**config.mk**
```make
export PLATFORM = sky130hd
export DESIGN_NAME = twowire_mem_target
export DESIGN_NICKNAME = d
export VERILOG_FILES = /design/src/rtl/tw_pkg.sv /design/src/rtl/tw_sync.sv /design/src/rtl/tw_bus_events.sv /design/src/rtl/tw_byte_array.sv /design/src/rtl/tw_target_ctrl.sv /design/src/rtl/twowire_mem_target.sv
export SDC_FILE = /design/constraint.sdc
export NUM_CORES = 2
export LEC_CHECK = 0
export BUFFER_PORTS_ARGS = -buffer_cell sky130_fd_sc_hd__buf_2
export CELL_PAD_IN_SITES_DETAIL_PLACEMENT = 0
export CELL_PAD_IN_SITES_GLOBAL_PLACEMENT = 1
export CORE_MARGIN = 10
export CORE_UTILIZATION = 50
export DETAILED_ROUTE_END_ITERATION = 6
export GPL_TIMING_DRIVEN = 0
export PLACE_DENSITY_LB_ADDON = 0.1
export RECOVER_POWER = 100
export SLEW_MARGIN = 0
export SYNTH_ARGS = -nofsm -noshare
export SYNTH_HDL_FRONTEND = slang
export SYNTH_SLANG_ARGS = --single-unit
```
**constraint.sdc**
```tcl
create_clock -name clk -period 2.92 [get_ports clk]
set_input_delay 0.584 -clock clk [delete_from_list [all_inputs] [get_ports clk]]
set_output_delay 0.584 -clock clk [all_outputs]
set_load 0.01 [all_outputs]
```
**src/rtl/tw_pkg.sv**
```systemverilog
package tw_pkg;

    typedef enum logic [3:0] {
        ST_IDLE,
        ST_DEV,
        ST_DEV_ACK,
        ST_WORD,
        ST_WORD_ACK,
        ST_DATA,
        ST_DATA_ACK,
        ST_TX,
        ST_TX_ACK,
        ST_IGNORE,
        ST_PROG
    } tw_state_e;

    localparam int unsigned TW_BYTE_BITS = 8;

endpackage

```
**src/rtl/tw_sync.sv**
```systemverilog
module tw_sync #(
    parameter int unsigned WIDTH  = 2,
    parameter int unsigned STAGES = 2
) (
    input  logic             clk,
    input  logic             rst_n,
    input  logic [WIDTH-1:0] async_i,
    output logic [WIDTH-1:0] sync_o
);

    for (genvar g = 0; g < WIDTH; g++) begin : g_bit
        logic [STAGES-1:0] chain_d, chain_q;

        always_comb begin
            chain_d = {chain_q[STAGES-2:0], async_i[g]};
        end

        always_ff @(posedge clk or negedge rst_n) begin
            if (!rst_n) chain_q <= '1;
            else        chain_q <= chain_d;
        end

        assign sync_o[g] = chain_q[STAGES-1];
    end

endmodule

```
**src/rtl/tw_bus_events.sv**
```systemverilog
module tw_bus_events (
    input  logic clk,
    input  logic rst_n,
    input  logic scl_s,
    input  logic sda_s,
    output logic start_o,
    output logic stop_o,
    output logic scl_rise_o,
    output logic scl_fall_o
);

    typedef struct packed {
        logic scl;
        logic sda;
    } prev_s;

    prev_s prev_d, prev_q;

    always_comb begin
        prev_d.scl = scl_s;
        prev_d.sda = sda_s;
    end

    always_ff @(posedge clk or negedge rst_n) begin
        if (!rst_n) prev_q <= '1;
        else        prev_q <= prev_d;
    end

    // Line changes are qualified by SCL being high before and after the edge.
    assign start_o    = prev_q.scl && scl_s && prev_q.sda && !sda_s;
    assign stop_o     = prev_q.scl && scl_s && !prev_q.sda && sda_s;
    assign scl_rise_o = !prev_q.scl && scl_s;
    assign scl_fall_o = prev_q.scl && !scl_s;

    a_r10_edges_exclusive: assert property (@(posedge clk) disable iff (!rst_n)
        $onehot0({start_o, stop_o, scl_rise_o, scl_fall_o}));

endmodule

```
**src/rtl/tw_byte_array.sv**
```systemverilog
module tw_byte_array #(
    parameter int unsigned AW = 8,
    parameter int unsigned DW = 8
) (
    input  logic          clk,
    input  logic          rst_n,
    input  logic          we_i,
    input  logic [AW-1:0] waddr_i,
    input  logic [DW-1:0] wdata_i,
    input  logic [AW-1:0] raddr_i,
    output logic [DW-1:0] rdata_o
);

    localparam int unsigned DEPTH = 1 << AW;

    logic [DW-1:0] cell_q [DEPTH];

    always_ff @(posedge clk or negedge rst_n) begin
        if (!rst_n) begin
            for (int i = 0; i < DEPTH; i++) cell_q[i] <= '0;
        end else if (we_i) begin
            cell_q[waddr_i] <= wdata_i;
        end
    end

    assign rdata_o = cell_q[raddr_i];

endmodule

```
**src/rtl/tw_target_ctrl.sv**
```systemverilog
module tw_target_ctrl
    import tw_pkg::*;
#(
    parameter int unsigned AW          = 8,
    parameter logic [3:0]  DEV_CODE    = 4'b1010,
    parameter logic [2:0]  SUB_ADDR    = 3'b000,
    parameter int unsigned PROG_CYCLES = 1000
) (
    input  logic          clk,
    input  logic          rst_n,
    input  logic          scl_lvl_i,
    input  logic          sda_lvl_i,
    input  logic          start_i,
    input  logic          stop_i,
    input  logic          scl_rise_i,
    input  logic          scl_fall_i,
    input  logic [7:0]    rdata_i,
    output logic [AW-1:0] raddr_o,
    output logic          we_o,
    output logic [AW-1:0] waddr_o,
    output logic [7:0]    wdata_o,
    output logic          pull_o
);

    localparam int unsigned CW = $clog2(PROG_CYCLES + 1);
    localparam logic [3:0]  LAST_BIT = 4'(TW_BYTE_BITS);

    typedef struct packed {
        tw_state_e     st;
        logic [7:0]    sr;
        logic [3:0]    cnt;
        logic [AW-1:0] ptr;
        logic [7:0]    tx;
        logic          rw;
        logic          mack;
        logic          wpend;
        logic [AW-1:0] waddr;
        logic [7:0]    wdata;
        logic [CW-1:0] pcnt;
        logic          pull;
    } ctrl_s;

    ctrl_s q, d;
    logic  we_d;
    logic  addr_hit;

    assign addr_hit = (q.sr[7:4] == DEV_CODE) && (q.sr[3:1] == SUB_ADDR);

    always_comb begin
        d    = q;
        we_d = 1'b0;
        if (q.st == ST_PROG) begin
            d.pull = 1'b0;
            if (q.pcnt == '0) d.st = ST_IDLE;
            else              d.pcnt = q.pcnt - 1'b1;
        end else if (start_i) begin
            d.st    = ST_DEV;
            d.cnt   = '0;
            d.pull  = 1'b0;
            d.wpend = 1'b0;
        end else if (stop_i) begin
            d.pull = 1'b0;
            if (q.wpend) begin
                we_d    = 1'b1;
                d.wpend = 1'b0;
                d.st    = ST_PROG;
                d.pcnt  = CW'(PROG_CYCLES - 1);
            end else begin
                d.st = ST_IDLE;
            end
        end else begin
            unique case (q.st)
                ST_DEV, ST_WORD, ST_DATA: begin
                    if (scl_rise_i && q.cnt < LAST_BIT) begin
                        d.sr  = {q.sr[6:0], sda_lvl_i};
                        d.cnt = q.cnt + 1'b1;
                    end else if (scl_fall_i && q.cnt == LAST_BIT) begin
                        d.cnt  = '0;
                        d.pull = 1'b1;
                        if (q.st == ST_DEV) begin
                            if (addr_hit) begin
                                d.st = ST_DEV_ACK;
                                d.rw = q.sr[0];
                            end else begin
                                d.st   = ST_IGNORE;
                                d.pull = 1'b0;
                            end
                        end else if (q.st == ST_WORD) begin
                            d.ptr = q.sr[AW-1:0];
                            d.st  = ST_WORD_ACK;
                        end else begin
                            d.waddr = q.ptr;
                            d.wdata = q.sr;
                            d.wpend = 1'b1;
                            d.ptr   = q.ptr + 1'b1;
                            d.st    = ST_DATA_ACK;
                        end
                    end
                end
                ST_DEV_ACK: begin
                    if (scl_fall_i) begin
                        if (q.rw) begin
                            d.st   = ST_TX;
                            d.tx   = rdata_i;
                            d.pull = ~rdata_i[7];
                            d.cnt  = 4'd1;
                        end else begin
                            d.st   = ST_WORD;
                            d.pull = 1'b0;
                            d.cnt  = '0;
                        end
                    end
                end
                ST_WORD_ACK, ST_DATA_ACK: begin
                    if (scl_fall_i) begin
                        d.st   = ST_DATA;
                        d.pull = 1'b0;
                        d.cnt  = '0;
                    end
                end
                ST_TX: begin
                    if (scl_fall_i) begin
                        if (q.cnt == LAST_BIT) begin
                            d.st   = ST_TX_ACK;
                            d.pull = 1'b0;
                            d.ptr  = q.ptr + 1'b1;
                        end else begin
                            d.pull = ~q.tx[3'd7 - q.cnt[2:0]];
                            d.cnt  = q.cnt + 1'b1;
                        end
                    end
                end
                ST_TX_ACK: begin
                    if (scl_rise_i) begin
                        d.mack = ~sda_lvl_i;
                    end else if (scl_fall_i) begin
                        if (q.mack) begin
                            d.st   = ST_TX;
                            d.tx   = rdata_i;
                            d.pull = ~rdata_i[7];
                            d.cnt  = 4'd1;
                        end else begin
                            d.st   = ST_IGNORE;
                            d.pull = 1'b0;
                        end
                    end
                end
                default: d.pull = 1'b0;
            endcase
        end
    end

    always_ff @(posedge clk or negedge rst_n) begin
        if (!rst_n) q <= '0;
        else        q <= d;
    end

    assign raddr_o = q.ptr;
    assign we_o    = we_d;
    assign waddr_o = q.waddr;
    assign wdata_o = q.wdata;
    assign pull_o  = q.pull;

    // silent for the whole programming interval
    a_r5_prog_silent: assert property (@(posedge clk) disable iff (!rst_n)
        (q.st == ST_PROG) |-> !pull_o);

    // interval counter only moves down while programming
    a_r5_prog_counts_down: assert property (@(posedge clk) disable iff (!rst_n)
        (q.st == ST_PROG && $past(q.st == ST_PROG)) |-> (q.pcnt < $past(q.pcnt)));

    // an array write is always followed by the programming interval
    a_r4_store_then_prog: assert property (@(posedge clk) disable iff (!rst_n)
        we_o |=> (q.st == ST_PROG));

    // a store happens only on a bus STOP
    a_r4_store_on_stop: assert property (@(posedge clk) disable iff (!rst_n)
        we_o |-> stop_i);

    // no pull request after a mismatch or a read NACK
    a_r8_ignore_silent: assert property (@(posedge clk) disable iff (!rst_n)
        (q.st == ST_IGNORE) |-> !pull_o);

    // a new pull request only appears while SCL is low
    a_r6_pull_on_low: assert property (@(posedge clk) disable iff (!rst_n)
        $rose(pull_o) |-> !scl_lvl_i);

endmodule

```
**src/rtl/twowire_mem_target.sv**
```systemverilog
module twowire_mem_target #(
    parameter logic [2:0]  SUB_ADDR    = 3'b000,
    parameter int unsigned PROG_CYCLES = 1000
) (
    input  logic clk,
    input  logic rst_n,
    input  logic scl_i,
    input  logic sda_i,
    output logic sda_pull_o
);

    localparam int unsigned AW = 8;
    localparam int unsigned DW = tw_pkg::TW_BYTE_BITS;

    logic [1:0]    line_s;
    logic          start_w, stop_w, rise_w, fall_w;
    logic          we_w;
    logic [AW-1:0] waddr_w, raddr_w;
    logic [DW-1:0] wdata_w, rdata_w;

    tw_sync #(.WIDTH(2), .STAGES(2)) u_sync (
        .clk     (clk),
        .rst_n   (rst_n),
        .async_i ({scl_i, sda_i}),
        .sync_o  (line_s)
    );

    tw_bus_events u_events (
        .clk        (clk),
        .rst_n      (rst_n),
        .scl_s      (line_s[1]),
        .sda_s      (line_s[0]),
        .start_o    (start_w),
        .stop_o     (stop_w),
        .scl_rise_o (rise_w),
        .scl_fall_o (fall_w)
    );

    tw_byte_array #(.AW(AW), .DW(DW)) u_array (
        .clk     (clk),
        .rst_n   (rst_n),
        .we_i    (we_w),
        .waddr_i (waddr_w),
        .wdata_i (wdata_w),
        .raddr_i (raddr_w),
        .rdata_o (rdata_w)
    );

    tw_target_ctrl #(
        .AW          (AW),
        .DEV_CODE    (4'b1010),
        .SUB_ADDR    (SUB_ADDR),
        .PROG_CYCLES (PROG_CYCLES)
    ) u_ctrl (
        .clk        (clk),
        .rst_n      (rst_n),
        .scl_lvl_i  (line_s[1]),
        .sda_lvl_i  (line_s[0]),
        .start_i    (start_w),
        .stop_i     (stop_w),
        .scl_rise_i (rise_w),
        .scl_fall_i (fall_w),
        .rdata_i    (rdata_w),
        .raddr_o    (raddr_w),
        .we_o       (we_w),
        .waddr_o    (waddr_w),
        .wdata_o    (wdata_w),
        .pull_o     (sda_pull_o)
    );

endmodule

```
==> qor.yml <==
yosys:
  synth_top_area_share_pct: 54.8
  ys_seq_area_share_pct: 55.0
  synth_area_um2: 96300
  yosys.cell_types.count: 68
  ys_ff_latch: 2116
  synth_ff_type: "dfrtp_1"
  synth_cells: 6028
  yosysWarnings: 0
  async_flop_share_pct: 100
  syn_area_per_cell_um2: 16.0
  syn-num-nets: 6035
  synth_edf_count: 0
  synth_area_leaders: "dfrtp_1 (55%), mux2_2 (24%), mux4_2 (14%)"
  yosysTopAreaCell: "dfrtp_1"
timing:
  worstMarginPinSlew_ns: 1.89
  holdWs_ns: 0.356
  rsz0062_at_grt: "true"
  finalHoldViolations: 0
  skew_ns: 0.0611
  slew_headroom_pct: -26.1
  period_minus_slack_ns: 3.63
  finalSetupViolCount: 2030
  finalCritPeriodShare_pct: 124
  clock.fmax_ghz: 0.275
  setup_ws_ns: -0.712
  slew_violations: 408
cts:
  cts-root-buf: "clkbuf_16"
  clock_path_buffers: 3
  cts_sinks: 2116
  cts-buffers-inserted: 224
  tritoncts: "yes"
  cts-htree-levels: 4
  clkSlewWorstSetupHoldPaths_ns: 0.06
  clk_latency_ns: 0.91
power_and_ir_drop:
  peakVddDrop_uv: 587
  power_per_cell_area_nw_per_um2: 532
  power_mw: 60.5
  p_leak_nw: 52.4
route:
  first_pass_iters: 6
  ant_nets: 0
  drt-initial-drc-count: 6909
  wl_per_cell_um: 39.9
  finalWirelength_um: 366000
  routed_via_density: 6.66
  drcViolationCount: 0
  vias: 61000
floorplanning:
  die-area_um2: 211000
  row_count: 161
  die_x_um: 459
  start_util_pct: 50.1
  ioPinCount: 5
  core_area_um2: 192000
  die_y_um: 459
worst_hold_path:
  hold_depth: 2
  min_path_type: "input port to flip-flop"
  holdPathEnd: "u_sync.g_bit[1].chain_q[0]"
  worstHoldStart: "scl_i"
global_routing:
  gr-usage-met3_pct: 10.5
  grt_pass1_wl_um: 503000
  gr-usage-met1_pct: 45.7
  grt.busiest_layer: "met2"
  track_usage_pct: 34.3
  use_met2_pct: 49.8
  grt_max_degree: 177
  grt_pass1_vias: 61300
  antenna_found_initial: 19
  grt_overflow_total: 0
worst_setup_path:
  path_cells: "buf_12, buf_16, buf_4, mux4_2, mux4_2, nor2b_1, a2111oi_0, or4_1, o311ai_0"
  reg2reg_slack_ns: -0.71
  cpMostUsedCell: "mux4_2"
  crit_fanout: 6
  regToRegStartpoint: "u_ctrl.raddr_o[0]"
  start_kind: "flip-flop"
  rr_worst_depth: 9
  slowest_delay_ns: 0.73
  critPathRequiredTime_ns: 3.66
  slowest_stage: "a2111oi_0"
  cp-end-kind: "flip-flop"
  cp.arrival_ns: 4.37
  reg2reg_to: "u_ctrl.q[33]"
  crit_type: "flip-flop to flip-flop"
layout:
  area_delta_synth_final_pct: 18.0
  nFillCells: 14900
  drive_above_1_share_pct: 56.8
  final_cells: 9162
  design_area_um2: 114000
  nets: 6451
place:
  io_buffer_count: 4
  dp_hpwl_um: 250000
  dpl_cell_area_um2: 100000
  dp.cells: 8592
  routabilityCongestion: 0.955
flow_run:
  max_cap_violations: 3
run_status:
  status: "finished with violations"
  violations: "max-capacitance violations, max-slew violations, negative setup slack"
synthesized netlist by cell type (3+ instances only):
cell type,instances
dfrtp_1,2110
mux2_2,2081
mux4_2,611
clkbuf_1,322
nor2_1,195
nand2_1,162
buf_2,55
mux2i_1,48
a22oi_1,31
nand3_1,31
nor2_2,31
a21oi_1,30
buf_4,28
o21ai_0,27
o22ai_1,27
buf_1,25
nor3_1,23
nor2b_1,18
buf_6,16
inv_1,13
o221ai_1,12
nand2b_1,11
a221oi_1,8
or4_1,7
a211oi_1,6
and3_1,6
dfstp_2,6
nor4_1,6
a2111oi_0,5
o31ai_1,5
a211o_1,4
a31oi_1,4
and2_1,4
o311ai_0,4
a21o_1,3
a32oi_1,3
ha_1,3
o211ai_1,3
or2_2,3
xnor2_1,3
report_power, final:
group	total (mW)	internal (mW)	switching (mW)
Clock	29.6	17.1	12.5
Combinational	1.37	0.329	1.04
Sequential	29.6	29.4	0.161
placed cells by master, fill, tap and decap left out, drive strengths merged, types with 7 or more instances in the layout:
cell	instances
dfrtp	2110
clkbuf	662
o21ai	29
nor3	23
mux2	2081
or4	7
a221oi	8
a21oi	30
clkinv	43
nor2	226
nor2b	18
a22oi	31
o221ai	12
buf	312
nand2	162
diode	13
bufinv	13
nand3	31
mux2i	48
inv	19
o22ai	27
mux4	611
nor4	7
nand2b	11
what timing repair did:
item | CTS | global route
pin swaps | 42 | 67
hold buffers | 5 | 3
setup endpoints to repair | 2163 | 2112
buffers inserted | 67 | 77
cloned | 0 | 5
resized for setup | 757 | 199
hold endpoints to repair | 77 | 236
cells by family after synthesis:
kind of cell               synth area share [%]
DFF                                        55.0
AOI/OAI and AO/OA                          1.34
and+or+nand+nor                            2.40
xor gates and xnor gates                 0.0455
buffers and inverters                      2.11
adders and majority gates                0.0390
muxes                                      39.1
area by class of cell:
cell class	instances	area (um2)	share of cell area, %
clock buffer	344	6810	5.99
tap	2526	3160	2.78
sequential	2116	53000	46.6
timing repair buffer	196	2940	2.59
antenna	13	32.5	0.0286
inverter	16	68.8	0.0605
multi-input combinational	3450	43300	38.0
buffer	440	3710	3.27
clock inverter	61	742	0.653
layer usage:
metal	routed length [um]	share of wire [%]	vias to the layer above
met4	26300	7.2	6
met5	67	0.018	-
met2	159000	43	3004
met3	35800	9.8	843
met1	145000	40	33600
li1	-	-	23500
worst max path at each step:
| stage | from | to | depth (start not counted) |
|---|---|---|---|
| 2_1_floorplan | u_ctrl.raddr_o[0] | u_ctrl.q[32] | 9 |
| 3_3_place_gp | rst_n | u_array.cell_q[1093] | 1 |
| 3_5_place_dp | u_ctrl.raddr_o[1] | u_ctrl.pull_o | 9 |
| 4_1_cts | u_ctrl.raddr_o[0] | u_ctrl.q[30] | 11 |
| 5_1_grt | u_ctrl.raddr_o[0] | u_ctrl.q[30] | 11 |
| 6_report | u_ctrl.raddr_o[0] | u_ctrl.q[33] | 9 |
stage by stage:
stage          util [%]  TNS [ns]  worst slack (ns)
3_3_place_gp       51.8         -            -45.89
2_1_floorplan         -         0            0.0974
6_report           59.2   -419.18            -0.712
4_1_cts            58.2   -314.74            -0.523
5_1_grt            59.1   -529.82            -0.662
3_5_place_dp       52.3  -2342.38             -3.04
critical path, delay by kind of cell, from the launching register on:
| kind | cells | cell delay (ns) |
|---|---|---|
| flip-flops | 1 | 0.41 |
| buffers and inverters | 3 | 0.62 |
| AND/OR/NAND/NOR | 2 | 0.43 |
| multiplexers | 2 | 1.08 |
| AO/OA/AOI/OAI | 2 | 0.88 |
flip-flops by register name, indices dropped and copies added (netlist names):
register / cells
u_events.prev_q: 2
u_ctrl.wdata_o: 8
u_ctrl.raddr_o: 8
u_sync.g_bit.chain_q: 4
u_ctrl.waddr_o: 8
u_ctrl.q: 37
u_ctrl.pull_o: 1
u_array.cell_q: 2048
Note: power is estimated with default switching activity, not from simulation.
